### config.mk
export PLATFORM = sky130hd
export DESIGN_NAME = mtx_word_tx
export DESIGN_NICKNAME = d
export VERILOG_FILES = /design/src/rtl/mtx_pkg.sv /design/src/rtl/mtx_timer.sv /design/src/rtl/mtx_framer.sv /design/src/rtl/mtx_word_tx.sv
export SDC_FILE = /design/constraint.sdc
export NUM_CORES = 1
export LEC_CHECK = 0
export BUFFER_PORTS_ARGS = -buffer_cell sky130_fd_sc_hd__buf_2
export CAP_MARGIN = 15
export CORE_UTILIZATION = 35
export CTS_CLUSTER_SIZE = 25
export DETAILED_ROUTE_END_ITERATION = 10
export GPL_TIMING_DRIVEN = 0
export SETUP_SLACK_MARGIN = 0.4
export SYNTH_ARGS = -nofsm -noshare
export SYNTH_HDL_FRONTEND = slang
export SYNTH_HIERARCHICAL = 1
export SYNTH_SLANG_ARGS = --single-unit
### constraint.sdc
create_clock -name clk -period 3.69 [get_ports clk]
set_input_delay 0.5535 -clock clk [delete_from_list [all_inputs] [get_ports clk]]
set_output_delay 0.5535 -clock clk [all_outputs]
set_load 0.05 [all_outputs]
### src/rtl/mtx_pkg.sv
package mtx_pkg;
   // sync occupies this many half-bits per level
   localparam int SYNC_HALF = 3;

   // odd parity over a word: result makes total ones odd
   function automatic logic odd_par16(input logic [15:0] w);
      return ~(^w);
   endfunction

   typedef enum logic {
      SYNC_DATA = 1'b0,
      SYNC_CMD  = 1'b1
   } sync_e;
endpackage

### src/rtl/mtx_timer.sv
module mtx_timer #(
   parameter int OVS     = 16,
   parameter int WORD_HB = 40,
   localparam int HALF   = OVS / 2,
   localparam int HB_W   = $clog2(WORD_HB)
) (
   input  logic            clk,
   input  logic            rst_n,
   input  logic            go,
   output logic            run,
   output logic [HB_W-1:0] hb_idx,
   output logic            last
);
   logic half_end;

   generate
      if (HALF == 1) begin : g_nocnt
         assign half_end = 1'b1;
      end else begin : g_cnt
         localparam int CW = $clog2(HALF);
         logic [CW-1:0] cnt;
         always_ff @(posedge clk or negedge rst_n) begin
            if (!rst_n)                cnt <= '0;
            else if (go)               cnt <= '0;
            else if (run) begin
               if (cnt == CW'(HALF - 1)) cnt <= '0;
               else                     cnt <= cnt + 1'b1;
            end
         end
         assign half_end = (cnt == CW'(HALF - 1));
      end
   endgenerate

   always_ff @(posedge clk or negedge rst_n) begin
      if (!rst_n) begin
         run    <= 1'b0;
         hb_idx <= '0;
      end else if (go) begin
         run    <= 1'b1;
         hb_idx <= '0;
      end else if (run && half_end) begin
         if (hb_idx == HB_W'(WORD_HB - 1)) begin
            run    <= 1'b0;
            hb_idx <= '0;
         end else begin
            hb_idx <= hb_idx + 1'b1;
         end
      end
   end

   assign last = run && half_end && (hb_idx == HB_W'(WORD_HB - 1));


   hb_range_chk: assert property (@(posedge clk) disable iff (!rst_n)
      run |-> (hb_idx < HB_W'(WORD_HB)));
endmodule

### src/rtl/mtx_framer.sv
module mtx_framer #(
   parameter int DW      = 16,
   parameter int WORD_HB = 40,
   localparam int HB_W   = $clog2(WORD_HB),
   localparam int IW     = $clog2(DW)
) (
   input  logic            clk,
   input  logic            rst_n,
   input  logic            load,
   input  logic [DW-1:0]   data_in,
   input  logic            cmd_in,
   input  logic            run,
   input  logic [HB_W-1:0] hb_idx,
   output logic            level
);
   import mtx_pkg::*;
   localparam int DATA_HB0 = 2 * SYNC_HALF;
   localparam int PAR_HB   = DATA_HB0 + 2 * DW;

   logic [DW-1:0] data_q;
   logic          cmd_q;
   logic          par_q;
   logic [IW-1:0] sel;
   logic          bv;

   always_ff @(posedge clk or negedge rst_n) begin
      if (!rst_n) begin
         data_q <= '0;
         cmd_q  <= 1'b0;
         par_q  <= 1'b0;
      end else if (load) begin
         data_q <= data_in;
         cmd_q  <= cmd_in;
         par_q  <= ~(^data_in);
      end
   end

   always_comb begin
      sel   = IW'(DW - 1 - ((int'(hb_idx) - DATA_HB0) >>> 1));
      bv    = data_q[sel];
      level = 1'b0;
      if (int'(hb_idx) < SYNC_HALF)       level = cmd_q;
      else if (int'(hb_idx) < DATA_HB0)   level = ~cmd_q;
      else if (int'(hb_idx) < PAR_HB)     level = hb_idx[0] ? ~bv : bv;
      else                                level = hb_idx[0] ? ~par_q : par_q;
   end


   mid_flip_chk: assert property (@(posedge clk) disable iff (!rst_n)
      (run && $past(run) && (hb_idx != $past(hb_idx)) && hb_idx[0]
       && (int'(hb_idx) > DATA_HB0)) |-> (level != $past(level)));
endmodule

### src/rtl/mtx_word_tx.sv
module mtx_word_tx #(
   parameter int DW  = 16,
   parameter int OVS = 16
) (
   input  logic          clk,
   input  logic          rst_n,
   input  logic          start,
   input  logic [DW-1:0] word_in,
   input  logic          sync_cmd,
   output logic          ready,
   output logic          tx_pos,
   output logic          tx_neg,
   output logic          tx_en
);
   import mtx_pkg::*;
   localparam int WORD_HB = 2 * SYNC_HALF + 2 * DW + 2;
   localparam int HB_W    = $clog2(WORD_HB);

   generate
      if ((OVS < 2) || (OVS % 2 != 0)) begin : g_bad_ovs
         $error("OVS must be even and at least 2");
      end
      if (DW < 2) begin : g_bad_dw
         $error("DW must be at least 2");
      end
   endgenerate

   logic            run;
   logic            last;
   logic            accept;
   logic            level;
   logic [HB_W-1:0] hb_idx;

   assign ready  = !run || last;
   assign accept = start && ready;

   mtx_timer #(.OVS(OVS), .WORD_HB(WORD_HB)) u_timer (
      .clk(clk), .rst_n(rst_n), .go(accept),
      .run(run), .hb_idx(hb_idx), .last(last)
   );

   mtx_framer #(.DW(DW), .WORD_HB(WORD_HB)) u_framer (
      .clk(clk), .rst_n(rst_n), .load(accept),
      .data_in(word_in), .cmd_in(sync_cmd),
      .run(run), .hb_idx(hb_idx), .level(level)
   );

   assign tx_en  = run;
   assign tx_pos = run & level;
   assign tx_neg = run & ~level;


   idle_lines_chk: assert property (@(posedge clk) disable iff (!rst_n)
      !tx_en |-> (!tx_pos && !tx_neg && ready));

   complement_chk: assert property (@(posedge clk) disable iff (!rst_n)
      tx_en |-> (tx_pos != tx_neg));

   accept_busy_chk: assert property (@(posedge clk) disable iff (!rst_n)
      accept |=> (tx_en && !ready));

   no_restart_chk: assert property (@(posedge clk) disable iff (!rst_n)
      (start && !ready && (hb_idx != '0)) |=> (tx_en && (hb_idx != '0)));
endmodule

==> flow_summary_export.csv <==
group,metric,value,unit
outcome,status,"finished clean",
finish,layout_commonest_cell,"dfrtp_1",
finish,instances_no_fill,210,
floorplanning,coreArea,0.00441,mm^2
synthesis,synth_warnings,6,
sta,min_period,3150,ps
critical_path,worst_setup_path_end_kind,"output pin",
pwr,pwr-share-clk,0.101,
pwr,swShare,0.405,
synthesis,avgSynthCellArea,12.3,um^2
drt,highest_layer,"met4",
global_routing,grt_overflow,0,
global_routing,grt_max_degree,29,
clock_tree,cts_tree,"yes",
clock_tree,clock_path_buffers,2,
critical_path,startpoint_type,"register",
placement,dp.cells,207,
sta,setup_viol,0,
pwr,peakVddDrop,0.679,mV
clock_tree,clkSinkCount,28,
clock_tree,cts_made_buffers,3,
floorplanning,die_w,70.0,um
finish,diodes,0,
drt,via_per_inst,5.27,
critical_path,cp.required,3140,ps
clock_tree,clkSlewWorstSetupHoldPaths,90,ps
floorplanning,io_pins,24,
synthesis,syn_inst,132,
finish,drive_above_1_share,0.342,
sta,hold_violations,0,
drt,dr_wl_met2,1540,um
placement,io_buffers,23,
pwr,total_power,1570,uW
finish,fin_nets,184,
drt,drt-total-wl,3000,um
sta,fin_crit_sh,0.854,
pwr,p_seq_frac,0.350,
drt,first_pass_iters,4,
synthesis,synth_cell_types,37,
clock_tree,worstSkewPairLatency,260,ps
drt,wl_met1,1320,um
placement,place.gp.congestion,0.768,
critical_path,worstSetupPathType,"register to output pin",
critical_path,arrival,2600,ps
clock_tree,cts_max_level,1,
critical_path,r2r_slack,830,ps
sta,slew_violations,0,
floorplanning,die-area,0.00490,mm^2
hold_path,hold_path.class,"primary input to asynchronous set/reset pin",
placement,place_hpwl,2270,um
placement,dp_slack,684,ps
synthesis,ys_ff_latch,28,
floorplanning,row_count,24,
sta,setup_tns,0,ps
run,drv_cap,0,
drt,drcViolationCount,0,
synthesis,async_flop_share,1.00,
sta,max_freq,317,MHz
sta,clock_skew,4.65,ps
floorplanning,die_h,70.0,um
synthesis,synth_nets,156,
global_routing,grt_pass1_wl,5130,um
synthesis,synth_edf_count,0,
drt,vias,1106,
pwr,cellLeakagePower,0.000805,uW
pwr,internal_power,934,uW
pwr,switchingPower,636,uW
sta,grt_setup_unrepaired,"yes",
global_routing,antenna_found_initial,0,
finish,final_cell_mix,"27 x dfrtp_1, 21 x buf_2, 18 x mux2_2",
drt,wl_met3,87,um
synthesis,yosys_most_used_dff,"dfrtp_1",
pwr,power_density,842,mW/mm^2
floorplanning,initial_core_util,0.367,
pwr,comb_power_share,0.549,
drt,wl_per_cell,14.3,um
clock_tree,cts_hold_buffers,0,
sta,worst_pin_slew,610,ps
global_routing,grt_usage,0.130,
clock_tree,clock-root-buffer,"clkbuf_8",
drt,drtIter0Drc,43,
sta,slew_headroom,0.593,
critical_path,path_max_fanout,6,
finish,syn_to_final_growth,15.2,%
drt,ant_nets,0,
synthesis,netlist_area,0.00162,mm^2
synthesis,ys_seq_area_frac,0.433,
sta,setup_slack,538,ps
global_routing,grt_pass1_vias,1121,
[worst max-delay path, cell delays in order, from the launching register on]
cell and delay (ps):
dfrtp_2 440, buf_6 150, mux4_1 560, mux4_2 490, xnor2_1 150, o2111ai_2 210
and2_1 150, buf_4 190
[kinds of logic (layout without fill, tap and decap cells)]
family / after synthesis / in the layout / synth area share
buffers and inverters: 7 / 33 / 0.0232
xor gates and xnor gates: 21 / 21 / 0.114
muxes: 26 / 26 / 0.223
AOI/OAI and AO/OA: 14 / 14 / 0.0672
and+or+nand+nor: 32 / 32 / 0.110
DFF: 28 / 28 / 0.433
adders and majority gates: 4 / 4 / 0.0309
[routing by layer]
metal	global-route usage	vias to the layer above
li1	-	532
met2	0.232	25
met1	0.159	543
met3	0.0202	6
met5	0	-
met4	0.0467	0
[cell type report]
cell class,instances,area (um^2)
Buffer,5,30.0
Clock buffer,3,41.3
Fill cell,422,2550
Inverter,2,7.51
Multi-Input combinational cell,97,900
Sequential cell,28,702
Tap cell,52,65.1
Timing Repair Buffer,23,120
[sequential cells by signal, indices dropped and copies added, names as in the netlist]
name and count:
u_framer/cmd_q 1, u_framer/data_q 16, u_timer/g_cnt.cnt 3, u_timer/hb_idx 6
u_framer/par_q 1, u_timer/run 1
[stage by stage]
stage	util	hold slack, ps	area, um^2
floorplan	-	258	1620
global placement	0.408	482	1800
detailed placement	0.408	488	1800
CTS	0.418	313	1840
global route	0.423	334	1870
finish	0.423	287	1870
[power by group through the flow]
| stage | clock, uW | combinational [uW] | sequential [uW] |
|---|---|---|---|
| 3_3_place_gp | 0 | 806 | 542 |
| 6_report | 159 | 861 | 550 |
| 4_1_cts | 166 | 837 | 546 |
| 3_5_place_dp | 0 | 819 | 552 |
| 5_1_grt | 180 | 937 | 567 |
| 2_1_floorplan | 0 | 663 | 528 |
[worst paths after layout]
path | startpoint | to | cells after the start
max in group asynchronous | rst_n | u_timer/hb_idx[1]$_DFFE_PN0P_ | 1
worst min register to register | u_framer/data_q[7]$_DFFE_PN0P_ | u_framer/data_q[7]$_DFFE_PN0P_ | 1
min in group clk | u_framer/data_q[7]$_DFFE_PN0P_ | u_framer/data_q[7]$_DFFE_PN0P_ | 1
worst min-delay path | rst_n | u_framer/data_q[5]$_DFFE_PN0P_ | 1
worst max register to register | u_timer/g_cnt.cnt[0]$_DFFE_PN0P_ | u_framer/data_q[0]$_DFFE_PN0P_ | 9
worst max-delay path | u_timer/hb_idx[1]$_DFFE_PN0P_ | tx_pos | 7
[cell usage after synthesis (2+ instances only)]
cell / number / area (um^2)
nand3_1: 4 / 20.0
xor2_1: 6 / 52.6
inv_1: 2 / 7.51
dfrtp_1: 28 / 701
xnor2_1: 15 / 131
nand2_1: 6 / 22.5
mux4_1: 4 / 105
a21oi_1: 4 / 20.0
and2_1: 3 / 18.8
clkbuf_1: 3 / 11.3
nor2_1: 8 / 30.0
nor2b_1: 2 / 12.5
mux2i_1: 3 / 30.0
ha_1: 4 / 50.1
mux2_2: 18 / 203
[what timing repair did]
action,4_1_cts,5_1_grt
setup buffers,0,0
setup endpoints to repair,1,2
resized for setup,1,4
Note: power is estimated with default switching activity, not from simulation.
